`src/rtl/cpd_pkg.sv`:
```
package cpd_pkg;

    typedef enum logic [1:0] {
        DL_HUNT    = 2'd0,
        DL_PRESYNC = 2'd1,
        DL_SYNC    = 2'd2,
        DL_RSVD    = 2'd3
    } delin_e;

    typedef enum logic [1:0] {
        POS_WAIT = 2'd0,
        POS_HDR  = 2'd1,
        POS_PAY  = 2'd2
    } pos_e;

    function automatic logic delin_active(input logic [1:0] st);
        return (st == DL_PRESYNC) || (st == DL_SYNC);
    endfunction

endpackage

```
`src/rtl/cpd_pos_fsm.sv`:
```
module cpd_pos_fsm
    import cpd_pkg::*;
#(
    parameter int HDR_LEN = 5,
    parameter int PAY_LEN = 48
) (
    input  logic clk,
    input  logic rst_n,
    input  logic in_valid,
    input  logic in_soc,
    output logic is_hdr,
    output logic is_pay
);
    localparam int CNT_W = $clog2(PAY_LEN > HDR_LEN ? PAY_LEN : HDR_LEN);
    localparam logic [CNT_W-1:0] HDR_LAST = CNT_W'(HDR_LEN - 1);
    localparam logic [CNT_W-1:0] PAY_LAST = CNT_W'(PAY_LEN - 1);
    localparam logic [CNT_W-1:0] HDR_SECOND = CNT_W'(1);

    pos_e             state_q, state_d;
    logic [CNT_W-1:0] cnt_q, cnt_d;

    // state register
    always_ff @(posedge clk) begin
        if (!rst_n) begin
            state_q <= POS_WAIT;
            cnt_q   <= '0;
        end else begin
            state_q <= state_d;
            cnt_q   <= cnt_d;
        end
    end

    // next state
    always_comb begin
        state_d = state_q;
        cnt_d   = cnt_q;
        if (in_valid) begin
            if (in_soc) begin
                state_d = POS_HDR;
                cnt_d   = HDR_SECOND;
            end else begin
                unique case (state_q)
                    POS_WAIT: begin
                        state_d = POS_WAIT;
                    end
                    POS_HDR: begin
                        if (cnt_q == HDR_LAST) begin
                            state_d = POS_PAY;
                            cnt_d   = '0;
                        end else begin
                            cnt_d = cnt_q + 1'b1;
                        end
                    end
                    POS_PAY: begin
                        if (cnt_q == PAY_LAST) begin
                            state_d = POS_WAIT;
                            cnt_d   = '0;
                        end else begin
                            cnt_d = cnt_q + 1'b1;
                        end
                    end
                    default: begin
                        state_d = POS_WAIT;
                        cnt_d   = '0;
                    end
                endcase
            end
        end
    end

    // outputs: classification of the byte currently presented
    always_comb begin
        is_hdr = 1'b0;
        is_pay = 1'b0;
        if (in_valid) begin
            if (in_soc) begin
                is_hdr = 1'b1;
            end else begin
                unique case (state_q)
                    POS_WAIT: ;
                    POS_HDR:  is_hdr = 1'b1;
                    POS_PAY:  is_pay = 1'b1;
                    default:  ;
                endcase
            end
        end
    end

    // start-of-cell always restarts header counting
    p_soc_restart_r8: assert property (@(posedge clk) disable iff (!rst_n)
        (in_valid && in_soc) |=> (state_q == POS_HDR && cnt_q == HDR_SECOND));

    // header count never passes the header length
    p_hdr_bound_r2: assert property (@(posedge clk) disable iff (!rst_n)
        (state_q == POS_HDR) |-> (cnt_q <= HDR_LAST));

    // no valid byte, no movement
    p_idle_hold_r10: assert property (@(posedge clk) disable iff (!rst_n)
        !in_valid |=> ($stable(state_q) && $stable(cnt_q)));

    // leaving the payload only after its last octet
    p_pay_exit_r7: assert property (@(posedge clk) disable iff (!rst_n)
        (state_q == POS_PAY && in_valid && !in_soc && cnt_q != PAY_LAST) |=> (state_q == POS_PAY));

endmodule

```
`src/rtl/cpd_core.sv`:
```
module cpd_core #(
    parameter int BYTE_W   = 8,
    parameter int HIST_LEN = 43
) (
    input  logic              clk,
    input  logic              rst_n,
    input  logic              load,
    input  logic              active,
    input  logic [BYTE_W-1:0] din,
    output logic [BYTE_W-1:0] dout
);
    localparam int CAT_W = HIST_LEN + BYTE_W;

    logic [HIST_LEN-1:0] hist_q;
    logic [CAT_W-1:0]    cat;
    logic [BYTE_W-1:0]   mask;
    logic [BYTE_W-1:0]   dout_d;

    // bit 0 of the history is the newest received payload bit;
    // cat orders the stream with higher index = earlier bit
    assign cat = {hist_q, din};

    for (genvar i = 0; i < BYTE_W; i++) begin : g_tap
        assign mask[i] = cat[i + HIST_LEN];
    end

    assign dout_d = active ? (din ^ mask) : din;

    always_ff @(posedge clk) begin
        if (!rst_n) begin
            hist_q <= '0;
            dout   <= '0;
        end else begin
            dout <= dout_d;
            if (load) begin
                hist_q <= cat[HIST_LEN-1:0];
            end
        end
    end

    // history frozen unless a payload byte is presented
    p_hist_hold_r4: assert property (@(posedge clk) disable iff (!rst_n)
        !load |=> $stable(hist_q));

    // inactive bytes leave unchanged
    p_bypass_r5: assert property (@(posedge clk) disable iff (!rst_n)
        !active |=> (dout == $past(din)));

    // history advances by one byte of received bits
    p_hist_shift_r4: assert property (@(posedge clk) disable iff (!rst_n)
        load |=> (hist_q[BYTE_W-1:0] == $past(din)));

endmodule

```
`src/rtl/cell_payload_descrambler.sv`:
```
module cell_payload_descrambler
    import cpd_pkg::*;
#(
    parameter int BYTE_W   = 8,
    parameter int HIST_LEN = 43,
    parameter int HDR_LEN  = 5,
    parameter int PAY_LEN  = 48
) (
    input  logic              clk,
    input  logic              rst_n,
    input  logic              in_valid,
    input  logic              in_soc,
    input  logic [BYTE_W-1:0] in_data,
    input  logic              dsc_en,
    input  logic [1:0]        delin_state,
    output logic              out_valid,
    output logic              out_soc,
    output logic [BYTE_W-1:0] out_data
);
    logic is_hdr;
    logic is_pay;
    logic dsc_active;

    cpd_pos_fsm #(
        .HDR_LEN (HDR_LEN),
        .PAY_LEN (PAY_LEN)
    ) u_pos (
        .clk      (clk),
        .rst_n    (rst_n),
        .in_valid (in_valid),
        .in_soc   (in_soc),
        .is_hdr   (is_hdr),
        .is_pay   (is_pay)
    );

    assign dsc_active = is_pay && dsc_en && delin_active(delin_state);

    cpd_core #(
        .BYTE_W   (BYTE_W),
        .HIST_LEN (HIST_LEN)
    ) u_core (
        .clk    (clk),
        .rst_n  (rst_n),
        .load   (is_pay),
        .active (dsc_active),
        .din    (in_data),
        .dout   (out_data)
    );

    always_ff @(posedge clk) begin
        if (!rst_n) begin
            out_valid <= 1'b0;
            out_soc   <= 1'b0;
        end else begin
            out_valid <= in_valid;
            out_soc   <= in_valid && in_soc;
        end
    end

    // flags follow their inputs by one clock
    p_latency_r1: assert property (@(posedge clk) disable iff (!rst_n)
        1'b1 |=> (out_valid == $past(in_valid)));

    // header octets pass unchanged
    p_hdr_passthru_r2: assert property (@(posedge clk) disable iff (!rst_n)
        is_hdr |=> (out_data == $past(in_data)));

    // outside PRESYNC/SYNC nothing is altered
    p_state_gate_r6: assert property (@(posedge clk) disable iff (!rst_n)
        (in_valid && !delin_active(delin_state)) |=> (out_data == $past(in_data)));

    // no byte in, no byte out
    p_no_phantom_r10: assert property (@(posedge clk) disable iff (!rst_n)
        !in_valid |=> !out_valid);

    // a byte is never both header and payload
    p_class_excl_r2: assert property (@(posedge clk) disable iff (!rst_n)
        !(is_hdr && is_pay));

endmodule

```
`config.mk`:
```
export PLATFORM = sky130hd
export DESIGN_NAME = cell_payload_descrambler
export DESIGN_NICKNAME = d
export VERILOG_FILES = /design/src/rtl/cpd_pkg.sv /design/src/rtl/cpd_pos_fsm.sv /design/src/rtl/cpd_core.sv /design/src/rtl/cell_payload_descrambler.sv
export SDC_FILE = /design/constraint.sdc
export NUM_CORES = 1
export LEC_CHECK = 0
export BUFFER_PORTS_ARGS = -buffer_cell sky130_fd_sc_hd__buf_2
export CORE_MARGIN = 2
export CORE_UTILIZATION = 35
export DETAILED_ROUTE_END_ITERATION = 7
export PLACE_DENSITY = 0.65
export REMOVE_ABC_BUFFERS = 1
export SLEW_MARGIN = 15
export SYNTH_ARGS = -nofsm -noshare
export SYNTH_HDL_FRONTEND = slang
export SYNTH_SLANG_ARGS = --single-unit
```
`constraint.sdc`:
```
create_clock -name clk -period 1.48 [get_ports clk]
set_clock_uncertainty 0.1 [all_clocks]
set_input_delay 0.444 -clock clk [delete_from_list [all_inputs] [get_ports clk]]
set_output_delay 0.444 -clock clk [all_outputs]
set_load 0.05 [all_outputs]
```
==> results of run 1 <==
-- power by group through the flow --
stage               Clock (uW)  Sequential, uW  Combinational, uW
global placement             0            1700                229
detailed placement           0            1700                231
CTS                       1660            1670                250
global route              1720            1670                291
finish                    1620            1670                271
floorplan                    0            1750               65.7
-- synthesized netlist by cell type (2+ instances only) --
cell type	count
o2111ai_1	4
xnor2_1	8
o211a_1	2
nor2_1	2
a21boi_0	40
clkbuf_1	10
o22a_1	2
o2111a_1	2
o211ai_1	3
and3_1	3
and2_1	9
nand3_1	6
buf_6	4
inv_1	8
dfxtp_1	61
buf_4	4
nand4_1	8
a21boi_1	4
nand2_1	90
ha_1	5
o21ai_0	3
-- what timing repair did --
action | CTS | global route
resized for setup | 42 | 85
pin swaps | 7 | 51
buffers inserted | 6 | 4
cloned | 4 | 2
setup endpoints to repair | 46 | 59
-- cell families (layout without fill, tap and decap cells) --
kind of cell	Yosys count	in the layout	share of synthesized area (%)
xor+xnor	9	9	3.04
simple gates	126	126	21.8
fa+ha+maj	5	5	2.41
mux	1	1	0.386
buf+inv	28	96	5.83
flops	61	61	47.1
compound gates	65	66	19.4
-- through the flow --
| stage | area, sq um | power (uW) | util (%) |
|---|---|---|---|
| final | 3770 | 3560 | 52.2 |
| after global routing | 3770 | 3680 | 52.2 |
| after CTS | 3460 | 3580 | 48.0 |
| after detailed placement | 3000 | 1930 | 41.6 |
| after global placement | 3000 | 1930 | 41.6 |
| after floorplan | 2470 | 1820 | - |
-- final cells by class --
| type | count | area, sq um |
|---|---|---|
| clock buffers | 10 | 138 |
| clock inverters | 5 | 75.1 |
| fillers | 648 | 3450 |
| inverters | 8 | 30.0 |
| multi-input cells | 207 | 1490 |
| flip-flops and latches | 61 | 1230 |
| well taps | 99 | 124 |
| repair buffers | 73 | 677 |
-- state kept, by name, indices dropped and copies added, names as in the netlist --
name	cells
u_core.hist_q	43
u_core.dout	8
u_pos.cnt_q	6
u_pos.state_q	2
out_soc	1
out_valid	1
-- worst paths after layout --
path	start	end	slack (ps)	depth (start not counted)
worst max register to register	u_pos.cnt_q[0]$_SDFFE_PN0P_	u_pos.state_q[1]$_SDFFE_PN0P_	-150	6
worst min register to register	u_core.hist_q[29]$_SDFFE_PN0N_	u_core.hist_q[37]$_SDFFE_PN0N_	350	2
worst max-delay path	u_pos.cnt_q[0]$_SDFFE_PN0P_	u_pos.state_q[1]$_SDFFE_PN0P_	-150	6
worst min-delay path	in_data[2]	u_core.hist_q[2]$_SDFFE_PN0N_	260	3
-- tightest hold or removal path, cell delays in order --
cell	delay, ps
buf_2	110
nand2_1	50
a21boi_1	50
-- layer usage --
layer	track usage [%]	wire length (um)	vias up
li1	-	-	1126
met4	6.92	86	0
met3	4.02	209	9
met2	23.7	2990	36
met1	19.5	2870	1078
met5	0	0	-
==> impl_results.md, run 1 <==
- Peak VDD IR: 0.567 mV
- Fin cells: 463
- Max incr delay on CP: 370 ps
- Register area share after synthesis: 47.1%
- GR Overflow Total: 0
- Nets: 380
- CP Class: register to register
- Area Growth Syn to Fin: 45.2%
- Routed WL: 6150 um
- Placed insts: 432
- CP Data Required Time: 1650 ps
- Clock tree sinks: 61
- Die area: 8120 sq um
- Hold Crit Class: input pin to register
- Ranking of synthesized cells by area: dfxtp_1 47%, nand2_1 13%, a21boi_0 12%
- Initial core utilization: 36.0%
- RSZ-0062 raised after global routing: yes
- First-pass GRT wire length: 9880 um
- Vias in the first global route: 2092
- Outcome: finished, violations left
- Slowest-stage cell, CP: dfxtp_4
- Pins Over Slew Limit: 0
- Final setup TNS: -2140 ps
- Die Wd: 90.1 um
- H-Tree Depth: 3
- Switching share of power: 22.8%
- DRT Pass-1 Iters: 4
- CP Cell Sequence: ha_4 -> and4b_2 -> a21boi_4 -> buf_6 -> nor3_2 -> and4b_1
- Logic pwr share: 7.6%
- CTS tree: yes
- Core region area: 7210 sq um
- CP max FO: 6
- Relative slew slack: 77.7%
- Most frequent cells in the layout: 65 x nand2_1, 57 x dfxtp_1, 38 x a21boi_1
- Post-cts hold buffer count: 0
- Largest net degree at the start of global routing: 29
- Slew @ Worst Pin: 334 ps
- Post-synth EDFFs: 0
- Startpoint Class: register
- Cell Rows: 31
- Worst Setup End Kind: register
- NetSw: 811 uW
- Gp weighted congestion: 0.842
- Max Clk Rate: 615 MHz
- Mean Syn Cell Area: 8.80 sq um
- DRC viols: 0
- Clk Tree Root Cell: clkbuf_8
- Asr flop ratio synth: 0%
- Die Y: 90.1 um
- Seq pwr share: 46.8%
- Mapped Area: 2590 sq um
- Clock power share: 45.5%
- Share of cells above drive strength 1: 40.1%
- Commonest non-fill, non-tap cell in the layout: nand2_1
- Period utilization: 110%
- Post-synth top area share: 47.1%
- # diodes: 0
- Yosys warning total: 0
- Worst-path clk slew: 70 ps
- Vias per inst: 4.86
- Ys flop type: dfxtp_1
- Top Family by Delay on Critical Path: simple AND/OR/NAND/NOR gates
- Routed Antenna Nets: 0
- HPWL Detailed: 3510 um
- Pwr Density: 944 nW/um^2
- Gate Count Post-Synth: 295
- Number of clock buffers inserted by TritonCTS: 9
- DR vias: 2249
- Leading area contributor after synthesis: dfxtp_1
- P_int: 2750 uW
- Crit path time final: 1630 ps
- All-Layer GR Usage: 15.1%
- Crit path DAT: 1800 ps
- Avg WL per Cell: 13.3 um
- Initial antenna violation count: 0
- Dpl ws: -199 ps
- CTS max path bufs: 2
- Max Cap Viol: 0
- Io pins: 25
- Drt first-iter violations: 73
- Worst skew pair latency: 340 ps
- Leak: 0.00152 uW
- Final WS setup: -147 ps
- Hold Vio Cnt, Final: 0
- Min Hold Slack: 255 ps
- Synth cell types: 38
- Final setup violation count: 39
- Buf/Inv on CP: 1
- Synth Register Bits: 61
- Violated checks: negative setup slack
- I/O Buffers: 24
(Power assumes the default switching activity.)
==> run 2, diff against run 1 <==
--- a/config.mk
+++ b/config.mk
@@ -10,7 +10,9 @@
 export CORE_UTILIZATION = 35
 export DETAILED_ROUTE_END_ITERATION = 7
 export PLACE_DENSITY = 0.65
+export RECOVER_POWER = 50
 export REMOVE_ABC_BUFFERS = 1
+export SKIP_LAST_GASP = 1
 export SLEW_MARGIN = 15
 export SYNTH_ARGS = -nofsm -noshare
 export SYNTH_HDL_FRONTEND = slang
==> run 2 against run 1 <==
- wire length is 0.70% higher
- critical endpoint unchanged
- global-route usage stayed put
- the flow still finishes with violations (negative setup slack)
- critical path depth did not move
- largest power group unchanged
- first-iteration DRC count grew 47%
- critical path type unchanged
- register-to-register slack about the same
- clock power barely moved
- utilization decreased by 0.28 points
- non-clock buffer count unchanged
- combinational power is essentially flat
- via count grew 0.49%
- largest cell class unchanged
- power is essentially flat
==> impl_results.md, run 2 (same netlist as run 1, synthesis figures left out) <==
- Top flop regs: u_core.hist_q (43), u_core.dout (8), u_pos.cnt_q (6)
- Number of clock buffers inserted by TritonCTS: 9
- Total power: 3560 uW
- Worst skew pair latency: 340 ps
- CP Class: register to register
- CTS max path bufs: 2
- Slew @ Worst Pin: 453 ps
- RSZ-0062 raised after global routing: yes
- Post-cts hold buffer count: 0
- Most frequent cells in the layout: 68 x nand2_1, 57 x dfxtp_1, 37 x a21boi_1
- HPWL Detailed: 3510 um
- Max reg flops: 43
- Hold Vio Cnt, Final: 0
- Leak: 0.00151 uW
- Levels on crit path: 6
- Commonest non-fill, non-tap cell in the layout: nand2_1
- Worst reg2reg startpoint: u_pos.cnt_q[0]$_SDFFE_PN0P_
- Slowest-stage cell, CP: dfxtp_4
- Pins Over Slew Limit: 0
- Die Y: 90.1 um
- Filler instances: 655
- RR Endpoint: u_pos.state_q[1]$_SDFFE_PN0P_
- R2R setup slack: -150 ps
- CP Cell Sequence: ha_4 -> and4b_2 -> a21boi_4 -> buf_6 -> nor3_2 -> and4b_1
- Crit path time final: 1630 ps
- H-Tree Depth: 3
- Final setup violation count: 39
- Vias in the first global route: 2088
- I/O Buffers: 24
- Die Wd: 90.1 um
- DRT Pass-1 Iters: 5
- Largest net degree at the start of global routing: 29
- M1 GR Usage: 19.6%
- CP Data Required Time: 1650 ps
- Io pins: 25
- Worst Setup End Kind: register
- Startpoint Class: register
- # diodes: 0
- Outcome: finished, violations left
- CTS tree: yes
- Post-route cell area: 3750 sq um
- Share of cells above drive strength 1: 38.2%
- Peak VDD IR: 0.562 mV
- Vias per inst: 4.88
- Seq. cell area: 1230 sq um
- Final core occ: 52.0%
- First-pass GRT wire length: 9870 um
- DRC viols: 0
- Top Family by Delay on Critical Path: simple AND/OR/NAND/NOR gates
- Fin cells: 463
- Clk Tree Root Cell: clkbuf_8
- Gp weighted congestion: 0.842
- Buf/Inv on CP: 1
- Period utilization: 110%
- CP max FO: 6
- Worst-path clk slew: 70 ps
- Placed insts: 432
- Die area: 8120 sq um
- GR Overflow Total: 0
- Initial antenna violation count: 0
- Hold Crit Class: input pin to register
- Most flop-heavy register: u_core.hist_q
- Violated checks: negative setup slack
- Clock tree sinks: 61
- Min Hold Slack: 265 ps
- Max Clk Rate: 615 MHz
- Crit path DAT: 1800 ps
- Area after DPL: 3000 sq um
- Area Growth Syn to Fin: 44.5%
- Drt first-iter violations: 107
- Cell Rows: 31
- Avg WL per Cell: 13.4 um
- Setup crit end: u_pos.state_q[1]$_SDFFE_PN0P_
- Nets: 380
- Max incr delay on CP: 370 ps
- Relative slew slack: 69.8%
- DR vias: 2260
- Hold path startpoint: in_data[5]
- Pwr Density: 949 nW/um^2
- Routed WL: 6200 um
- GR peak layer: met2
- Global Route met2 Usage: 23.6%
- CP startpoint: u_pos.cnt_q[0]$_SDFFE_PN0P_
- Initial core utilization: 36.0%
- Routed Antenna Nets: 0
- Max Cap Viol: 0
- Met3 GRT Util: 4.02%
- Final WS setup: -147 ps
- FF-to-FF path depth: 6
- All-Layer GR Usage: 15.1%
- Core region area: 7210 sq um
- Area occupied by multi-input gates: 1480 sq um
-- run 2: cell count changes in the layout (fill, tap and decap cells not counted), sizes merged --
cell / delta
clkbuf: +3
buf: -3
-- run 2: layout make-up --
| class | instances | area share [%] |
|---|---|---|
| Multi-Input combinational cell | 207 | 39.5 |
| Clock buffer | 10 | 3.67 |
| Tap cell | 99 | 3.30 |
| Timing Repair Buffer | 73 | 17.9 |
| Clock inverter | 5 | 2.00 |
| Sequential cell | 61 | 32.8 |
| Inverter | 8 | 0.801 |
-- run 2: how the worst min path moves through the flow --
stage | to | depth (start not counted)
after global placement | u_core.hist_q[19]$_SDFFE_PN0N_ | 2
after floorplan | u_core.hist_q[12]$_SDFFE_PN0N_ | 2
after CTS | u_core.hist_q[5]$_SDFFE_PN0N_ | 3
final | u_core.hist_q[5]$_SDFFE_PN0N_ | 3
after global routing | u_core.hist_q[3]$_SDFFE_PN0N_ | 3
after detailed placement | u_core.hist_q[19]$_SDFFE_PN0N_ | 2
-- run 2: stage by stage --
step	setup WS [ps]	setup TNS [ps]
6_report	-147	-2110
5_1_grt	-177	-5600
4_1_cts	-91.0	-1390
3_5_place_dp	-199	-4230
3_3_place_gp	-147	-3030
2_1_floorplan	-756	-26060
-- run 2: routing by layer --
layer	part of all wire (%)	vias up	wire length, um
li1	-	1126	-
met1	46	1081	2860
met5	0	-	0
met4	1.3	0	78
met2	48	45	3000
met3	4.1	8	256
-- run 2: where the power goes --
group / switching, uW / internal [uW]
logic: 159 / 110
clock network: 646 / 976
registers: 8.51 / 1660
-- run 2: worst min-delay path, stage by stage --
cell and delay, ps:
buf_2 110, nand2_2 50, a21boi_1 40
-- run 2: timing repair --
action | 4_1_cts | 5_1_grt
endpoints found under the setup margin | 46 | 59
gates cloned | 4 | 2
pin swaps | 7 | 48
buffers inserted | 6 | 4
resized for setup | 39 | 80
endpoints found under the hold margin | 0 | 0
